[config.mk]
export PLATFORM = sky130hd
export DESIGN_NAME = pm_event_block
export DESIGN_NICKNAME = d
export VERILOG_FILES = /design/src/rtl/pm_pkg.sv /design/src/rtl/pm_timer.sv /design/src/rtl/pm_apm.sv /design/src/rtl/pm_event_block.sv
export SDC_FILE = /design/constraint.sdc
export NUM_CORES = 1
export LEC_CHECK = 0
export BUFFER_PORTS_ARGS = -buffer_cell sky130_fd_sc_hd__buf_2
export CAP_MARGIN = 40
export CORE_MARGIN = 4
export CORE_UTILIZATION = 35
export CTS_CLUSTER_SIZE = 10
export DETAILED_ROUTE_END_ITERATION = 7
export PLACE_DENSITY = 0.52
export RECOVER_POWER = 50
export SYNTH_ARGS = -nofsm -noshare
export SYNTH_HDL_FRONTEND = slang
export SYNTH_HIERARCHICAL = 1
export SYNTH_SLANG_ARGS = --single-unit
[constraint.sdc]
create_clock -name clk -period 7.2 [get_ports clk]
set_input_delay 2.16 -clock clk [delete_from_list [all_inputs] [get_ports clk]]
set_output_delay 2.16 -clock clk [all_outputs]
set_load 0.05 [all_outputs]
[src/rtl/pm_pkg.sv]
package pm_pkg;
    localparam int BIT_TMR  = 0;
    localparam int BIT_GBL  = 5;
    localparam int BIT_PWR  = 8;
    localparam int BIT_RTC  = 10;
    localparam int BIT_SUSP = 13;
    localparam int SUSP_LO  = 10;

    localparam logic [15:0] SCI_MASK = 16'h0521;
    localparam logic [15:0] EVT_MASK = 16'h0520;

    localparam int OFF_STS  = 0;
    localparam int OFF_EN   = 2;
    localparam int OFF_CTRL = 4;
    localparam int OFF_TMR  = 8;

    typedef struct packed {
        logic [15:0] sts;
        logic [15:0] en;
        logic [15:0] ctrl;
        logic        off;
    } pm_state_t;

    typedef struct packed {
        logic [7:0] cmd;
        logic [7:0] stat;
        logic       smi;
    } apm_state_t;
endpackage

[src/rtl/pm_timer.sv]
module pm_timer #(
    parameter int CNT_W = 24
) (
    input  logic             clk,
    input  logic             rst_n,
    input  logic             tick,
    input  logic             clr,
    output logic [CNT_W-1:0] count,
    output logic             ovf
);
    localparam logic [CNT_W-2:0] LOW_ZERO = '0;

    typedef struct packed {
        logic [CNT_W-1:0] cnt;
        logic             tgt_hi;
        logic             sts;
    } tmr_t;

    tmr_t tmr_q, tmr_d;

    always_comb begin
        tmr_d = tmr_q;
        if (tick) begin
            tmr_d.cnt = tmr_q.cnt + 1'b1;
        end
        if (clr && tmr_q.sts) begin
            tmr_d.sts    = 1'b0;
            tmr_d.tgt_hi = ~tmr_q.cnt[CNT_W-1];
        end
        if (tick && (tmr_d.cnt == {tmr_d.tgt_hi, LOW_ZERO})) begin
            tmr_d.sts = 1'b1;
        end
    end

    always_ff @(posedge clk) begin
        if (!rst_n) begin
            tmr_q.cnt    <= '0;
            tmr_q.tgt_hi <= 1'b1;
            tmr_q.sts    <= 1'b0;
        end else begin
            tmr_q <= tmr_d;
        end
    end

    assign count = tmr_q.cnt;
    assign ovf   = tmr_q.sts;

    assert_count_step_R1: assert property (@(posedge clk) disable iff (!rst_n)
        tick |=> count == $past(count) + 1'b1);
    assert_count_hold_R1: assert property (@(posedge clk) disable iff (!rst_n)
        !tick |=> $stable(count));
    assert_ovf_sticky_R2: assert property (@(posedge clk) disable iff (!rst_n)
        (ovf && !clr) |=> ovf);
    assert_ovf_needs_tick_R2: assert property (@(posedge clk) disable iff (!rst_n)
        (!ovf && !tick) |=> !ovf);
    assert_ovf_clear_R3: assert property (@(posedge clk) disable iff (!rst_n)
        (clr && ovf && !(tick && (&count[CNT_W-2:0]))) |=> !ovf);
endmodule

[src/rtl/pm_apm.sv]
module pm_apm
    import pm_pkg::*;
(
    input  logic       clk,
    input  logic       rst_n,
    input  logic       wr,
    input  logic       sel,
    input  logic [7:0] wdata,
    input  logic       smi_en,
    output logic [7:0] rdata,
    output logic       smi
);
    apm_state_t apm_q, apm_d;

    always_comb begin
        apm_d     = apm_q;
        apm_d.smi = 1'b0;
        if (wr && !sel) begin
            apm_d.cmd = wdata;
            apm_d.smi = smi_en;
        end
        if (wr && sel) begin
            apm_d.stat = wdata;
        end
    end

    always_ff @(posedge clk) begin
        if (!rst_n) begin
            apm_q <= '0;
        end else begin
            apm_q <= apm_d;
        end
    end

    assign rdata = sel ? apm_q.stat : apm_q.cmd;
    assign smi   = apm_q.smi;

    assert_smi_fire_R8: assert property (@(posedge clk) disable iff (!rst_n)
        (wr && !sel && smi_en) |=> smi);
    assert_smi_gated_R8: assert property (@(posedge clk) disable iff (!rst_n)
        !(wr && !sel && smi_en) |=> !smi);
endmodule

[src/rtl/pm_event_block.sv]
module pm_event_block
    import pm_pkg::*;
#(
    parameter int CNT_W  = 24,
    parameter int ADDR_W = 6
) (
    input  logic              clk,
    input  logic              rst_n,
    input  logic              tick,
    input  logic              rtc_evt,
    input  logic              pwrbtn_evt,
    input  logic              gbl_evt,
    input  logic              reg_wr,
    input  logic [ADDR_W-1:0] reg_addr,
    input  logic [15:0]       reg_wdata,
    output logic [31:0]       reg_rdata,
    output logic              sci,
    output logic              soft_off,
    input  logic              apm_wr,
    input  logic              apm_sel,
    input  logic [7:0]        apm_wdata,
    input  logic              smi_cfg_en,
    output logic [7:0]        apm_rdata,
    output logic              smi
);
    pm_state_t pm_q, pm_d;

    logic             hit_sts, hit_en, hit_ctrl, hit_tmr;
    logic             susp_req;
    logic [15:0]      clr_mask, evt_vec, sts_view;
    logic [CNT_W-1:0] tmr_count;
    logic             tmr_ovf;

    assign hit_sts  = (reg_addr == ADDR_W'(OFF_STS));
    assign hit_en   = (reg_addr == ADDR_W'(OFF_EN));
    assign hit_ctrl = (reg_addr == ADDR_W'(OFF_CTRL));
    assign hit_tmr  = (reg_addr == ADDR_W'(OFF_TMR));
    assign clr_mask = (reg_wr && hit_sts) ? reg_wdata : 16'h0000;
    assign susp_req = reg_wr && hit_ctrl && reg_wdata[BIT_SUSP]
                      && (reg_wdata[SUSP_LO +: 2] == 2'b00);

    always_comb begin
        evt_vec          = '0;
        evt_vec[BIT_RTC] = rtc_evt;
        evt_vec[BIT_PWR] = pwrbtn_evt;
        evt_vec[BIT_GBL] = gbl_evt;
    end

    pm_timer #(.CNT_W(CNT_W)) u_timer (
        .clk   (clk),
        .rst_n (rst_n),
        .tick  (tick),
        .clr   (clr_mask[BIT_TMR]),
        .count (tmr_count),
        .ovf   (tmr_ovf)
    );

    pm_apm u_apm (
        .clk    (clk),
        .rst_n  (rst_n),
        .wr     (apm_wr),
        .sel    (apm_sel),
        .wdata  (apm_wdata),
        .smi_en (smi_cfg_en),
        .rdata  (apm_rdata),
        .smi    (smi)
    );

    always_comb begin
        pm_d     = pm_q;
        pm_d.off = susp_req;
        pm_d.sts = ((pm_q.sts & ~clr_mask) | evt_vec) & EVT_MASK;
        if (reg_wr && hit_en) begin
            pm_d.en = reg_wdata;
        end
        if (reg_wr && hit_ctrl) begin
            pm_d.ctrl           = reg_wdata;
            pm_d.ctrl[BIT_SUSP] = 1'b0;
        end
    end

    always_ff @(posedge clk) begin
        if (!rst_n) begin
            pm_q <= '0;
        end else begin
            pm_q <= pm_d;
        end
    end

    always_comb begin
        sts_view          = pm_q.sts;
        sts_view[BIT_TMR] = tmr_ovf;
    end

    assign sci      = |(sts_view & pm_q.en & SCI_MASK);
    assign soft_off = pm_q.off;

    always_comb begin
        reg_rdata = '0;
        if (hit_sts) begin
            reg_rdata[15:0] = sts_view;
        end else if (hit_en) begin
            reg_rdata[15:0] = pm_q.en;
        end else if (hit_ctrl) begin
            reg_rdata[15:0] = pm_q.ctrl;
        end else if (hit_tmr) begin
            reg_rdata[CNT_W-1:0] = tmr_count;
        end
    end

    assert_rtc_sets_R4: assert property (@(posedge clk) disable iff (!rst_n)
        rtc_evt |=> pm_q.sts[BIT_RTC]);
    assert_pwr_sets_R4: assert property (@(posedge clk) disable iff (!rst_n)
        pwrbtn_evt |=> pm_q.sts[BIT_PWR]);
    assert_gbl_clear_R4: assert property (@(posedge clk) disable iff (!rst_n)
        (reg_wr && hit_sts && reg_wdata[BIT_GBL] && !gbl_evt) |=> !pm_q.sts[BIT_GBL]);
    assert_sci_needs_en_R5: assert property (@(posedge clk) disable iff (!rst_n)
        sci |-> ((pm_q.en & SCI_MASK) != 16'h0000));
    assert_susp_not_kept_R6: assert property (@(posedge clk) disable iff (!rst_n)
        !pm_q.ctrl[BIT_SUSP]);
    assert_soft_off_R7: assert property (@(posedge clk) disable iff (!rst_n)
        susp_req |=> soft_off);
    assert_soft_off_quiet_R7: assert property (@(posedge clk) disable iff (!rst_n)
        !susp_req |=> !soft_off);
endmodule

# Word level (Yosys, flattened, before mapping)
# Index checks and enable logic that the tools add are counted.
word_totals:
  reg_bits: 78
  inputBits: 40
  out_inout_bits: 43
  elab_cells: 47
classes:
  reduce_logical: 15
  muxes: 12
  bitwise: 5
  n_eq_ne: 4
  addsub: 1
op_table:
  columns: ["operator", "count"]
  rows:
  - ["$mux 16", 3]
  - ["$mux 24", 2]
  - ["$mux 8", 4]
  - ["$add 24x1->24 const B", 1]
  - ["$eq 24x24->1", 1]
  - ["$and 11x11->11", 2]
  - ["$mux 11", 1]
  - ["$not 11->11", 1]
  - ["$or 11x11->11", 1]
  - ["$logic_and 1x1->1", 9]
  - ["$eq 6x2->1 const B", 1]
  - ["$eq 6x3->1 const B", 1]
  - ["$eq 6x4->1 const B", 1]
  - ["$logic_not 6->1", 1]
  - ["$reduce_or 4->1", 1]
  - ["$logic_not 2->1", 1]
  - ["$mux 2", 1]
  - ["$reduce_and 2->1", 1]
  - ["$reduce_bool 2->1", 1]
  - ["$logic_not 1->1", 1]
  - ["$mux 1", 1]
  - ["$not 1->1", 1]

# Longest topological paths before layout
depth:
  depth_word: 8
  mapped_depth: 10
  ltp_nobuf: 9

# Modules after synthesis
# The synthesis kept the hierarchy.
modules_own_cells:
  columns: ["module", "cells_each", "area_each_um2", "seq_area_each_um2", "instances"]
  rows:
  - ["pm_event_block", 234, 1973.1, 700.7, 1]
  - ["pm_timer", 202, 1744.2, 520.5, 1]
  - ["pm_apm", 75, 759.5, 340.3, 1]

# Worst setup path after synthesis
# OpenSTA, ideal clock, no wires.
synth_path:
  path_kind: "input -> output"
  startpoint: "input reg_addr[5]"
  endpoint: "output reg_rdata[11]"
  arrival_time_ns: 3.883
  path_stages: 5
  required_time_ns: 5.040
  setup_slack_ns: 1.157
  path_buffers: 2
  path_cell_list: "or4_4 -> buf_6 -> nor3b_1 -> clkbuf_1 -> a221o_1"
synth_via:
  elab_chain_cells: 5
  elab_cells_between_ends: 8
  classes_between: "eq/ne (3); mux (4); reduce/logical (1)"
synth_rtl:
  columns: ["item", "line", "source"]
  rows:
  - ["from (decl)", "pm_event_block.sv:14", "input logic [ADDR_W-1:0] reg_addr,"]
  - ["$eq 6x4->1", "pm_event_block.sv:37", "assign hit_tmr = (reg_addr == ADDR_W'(OFF_TMR));"]
  - ["$mux 24", "pm_event_block.sv:106", "end else if (hit_tmr) begin"]
  - ["$mux 16", "pm_event_block.sv:104", "end else if (hit_ctrl) begin"]
  - ["$mux 16", "pm_event_block.sv:102", "end else if (hit_en) begin"]
  - ["$mux 16 *", "pm_event_block.sv:100", "if (hit_sts) begin"]
  - ["to (decl)", "pm_event_block.sv:16", "output logic [31:0] reg_rdata,"]
# Every way passes the cells marked *; elsewhere a longest branch is shown, timed or not.

# Final worst setup path
layout_path:
  startpoint: "input reg_addr[1]"
  endpoint: "output reg_rdata[11]"
# The elaborated chain is that of the path after synthesis.

==> flow_summary.yaml <==
power:
  p_sw_uw: 232
  clkPwrFrac_pct: 47.7
  power.leakage_nw: 2.21
  powerDensity_mw_per_mm2: 203
  power.share.sequential_pct: 44.3
  power_mw: 1.01
  swShare_pct: 23.0
  combPwrFrac_pct: 8.0
  ir_worst_vdd_uv: 89.8
  intPower_uw: 774
floorplanning:
  row_count: 41
  die_x_um: 121
  core-area_mm2: 0.0126
  start_util_pct: 35.6
  die_y_um: 121
  dieArea_mm2: 0.0147
  ios: 83
cells_and_area:
  seqCellArea_mm2: 0.00156
  area.growth.synth_to_final_pct: 10.5
  multi_input_area_mm2: 0.00239
  fin_cells: 712
  final_nets: 578
  drive_above_1_share_pct: 19.8
  nFillCells: 1286
  diodes: 0
global_routing:
  grt_pass1_vias: 3407
  grt-ovfl-total: 0
  grt_pass1_wl_mm: 17.3
  antenna_found_initial: 0
  track_usage_pct: 14.9
  grt_max_degree: 68
synth:
  synth_cells: 511
  ys_top_cells_by_area: "dfxtp_1 (35%), mux2i_1 (11%), nand2_1 (7.0%)"
  yosys.area.top_type: "dfxtp_1"
  yosys_warnings: 6
  ys_async_sr_fraction_pct: 0
  synth_cell_types: 54
  synth_edf_count: 0
  synth_top_area_share_pct: 34.9
  ys.flop_type: "dfxtp_1"
  synth.avg_cell_area_um2: 8.76
  synth_seq_cells: 78
  ys_seq_area_share_pct: 34.9
  netlist_area_mm2: 0.00448
setup_path:
  critPathMaxFanout: 13
  crit_arrival_ps: 4290
  cp-start-kind: "primary input"
  worstSetupEndpointType: "output pin"
  crit_required_ps: 5040
  critPathKind: "in -> out"
drt:
  routed_wl_mm: 10.6
  drc: 0
  vias_per_cell: 4.98
  drtIter0Drc: 174
  vias: 3548
  drtAntennaViolNets: 0
  dr.pass1.iters: 4
  wl_per_cell_um: 14.9
placement:
  placement.io_buffers: 74
  placedCellCount: 698
  place.gp.congestion: 0.743
  dp_hpwl_mm: 7.65
  place_ws_ps: 771
clock_tree:
  clockBufferDepth: 2
  cts_buffers: 9
  cts.htree.levels: 3
  post-cts-setup-buffers: 0
  clkTransAtPathRegs_ps: 50
  tritoncts: "done"
  cts_resized: 0
  ctsRootBufferMaster: "clkbuf_16"
  hold_buffers: 0
  clk_latency_ps: 340
  clock_sinks: 78
timing:
  fmaxAchievable_mhz: 155
  worst_slew_pin_slew_ps: 2600
  drv_slew: 68
  hold_viol_final: 0
  rsz0062_at_grt: "false"
  setup_viol: 0
  period_needed_ps: 6450
  whs_ps: 457
  fin_skew_ps: 7.40
  slew_headroom_pct: -73.3
  setup_ws_ps: 752
  final.period_utilization_pct: 89.6
  fin_tns_setup_ps: 0
min_path:
  hold_class: "reg -> reg"
flow_run:
  cap_viol_max_count: 1
status:
  status: "complete, but fails checks"
  violations: "capacitance limit, slew limit"
critical path, cell delays in order:
cell and delay [ps]:
buf_2 170, or4_1 600, nor3b_2 600, buf_4 310
a221o_1 160, buf_2 280
flip-flops by register name, indices dropped and copies added, names as in the netlist:
signal         cells
pm_q              34
soft_off           1
u_apm/apm_q       16
u_apm/smi          1
u_timer/count     24
u_timer/ovf        1
u_timer/tmr_q      1
metal layers:
| metal | wire, um | GRT usage, % | vias up |
|---|---|---|---|
| li1 | - | - | 1778 |
| met1 | 5140 | 19.9 | 1699 |
| met2 | 4860 | 23.3 | 60 |
| met3 | 422 | 2.94 | 11 |
| met4 | 189 | 6.44 | 0 |
| met5 | 0 | 0 | - |
logic make-up after synthesis:
kind of cell	after synthesis	share of synthesized area [%]
buffers and inverters	87	12.2
muxes	60	13.7
adders and majority gates	1	0.279
AOI/OAI and AO/OA	46	7.83
other	1	0.0838
DFF	78	34.9
and+or+nand+nor	215	26.5
xor gates and xnor gates	23	4.50
placed cells by master (no fill, tap or decap), types with 5 or more instances in the layout:
cell       synthesis  layout
nand2_1           83      83
xnor2_1           13      13
and2_0             0      10
nor3_1            21      21
a221o_1           11      11
conb_1             1       8
buf_2             12      70
nor2b_1            6       6
inv_1             16      16
dfxtp_1           78      78
nand3_1            9       9
or3_1              7       7
a21oi_1            5       5
clkbuf_1          15       5
nand3b_1           9       9
clkbuf_16          0       9
o21ai_0            7       7
and4_1             7       7
xor2_1            10      10
nor2_1             5       5
nand4_1           11      11
and2_1            29      19
mux2i_1           49      49
mux2_2            10      10
area by class of cell:
cell class / instances / share of cell area, %
clock inverter: 4 / 1.47
inverter: 16 / 1.21
clock buffer: 10 / 4.83
sequential: 78 / 31.6
multi-input combinational: 353 / 48.3
timing repair buffer: 79 / 8.22
tap: 172 / 4.35
synthesized netlist by cell type (11+ instances only):
cell type and number:
inv_1 16, nand4_1 11, and2_1 29, nand2_1 83, mux2i_1 49, xnor2_1 13, buf_4 34, clkbuf_1 15
a221o_1 11, dfxtp_1 78, buf_2 12, nor3_1 21
metrics by stage:
step / cell area, um2 / util (%)
2_1_floorplan: 4500 / -
6_report: 4950 / 39.4
3_5_place_dp: 4650 / 37.0
5_1_grt: 4950 / 39.4
3_3_place_gp: 4640 / 36.9
4_1_cts: 4960 / 39.5
power by group through the flow:
stage	clock (mW)	sequential (mW)	combinational, mW
finish	0.480	0.446	0.0803
CTS	0.493	0.445	0.0813
detailed placement	0	0.455	0.0808
global placement	0	0.455	0.0795
global route	0.508	0.447	0.0879
floorplan	0	0.453	0.0658
path summary, 6_finish.rpt:
kind                         start        endpoint  depth (start not counted)  slack, ps
setup reg to reg  u_timer/count[0]     u_timer/ovf                          7       4920
hold / removal      u_apm/apm_q[4]  u_apm/apm_q[4]                          2        460
setup / recovery       reg_addr[1]   reg_rdata[11]                          6        750
hold reg to reg     u_apm/apm_q[4]  u_apm/apm_q[4]                          2        460
Note: power is estimated with default switching activity, not from simulation.
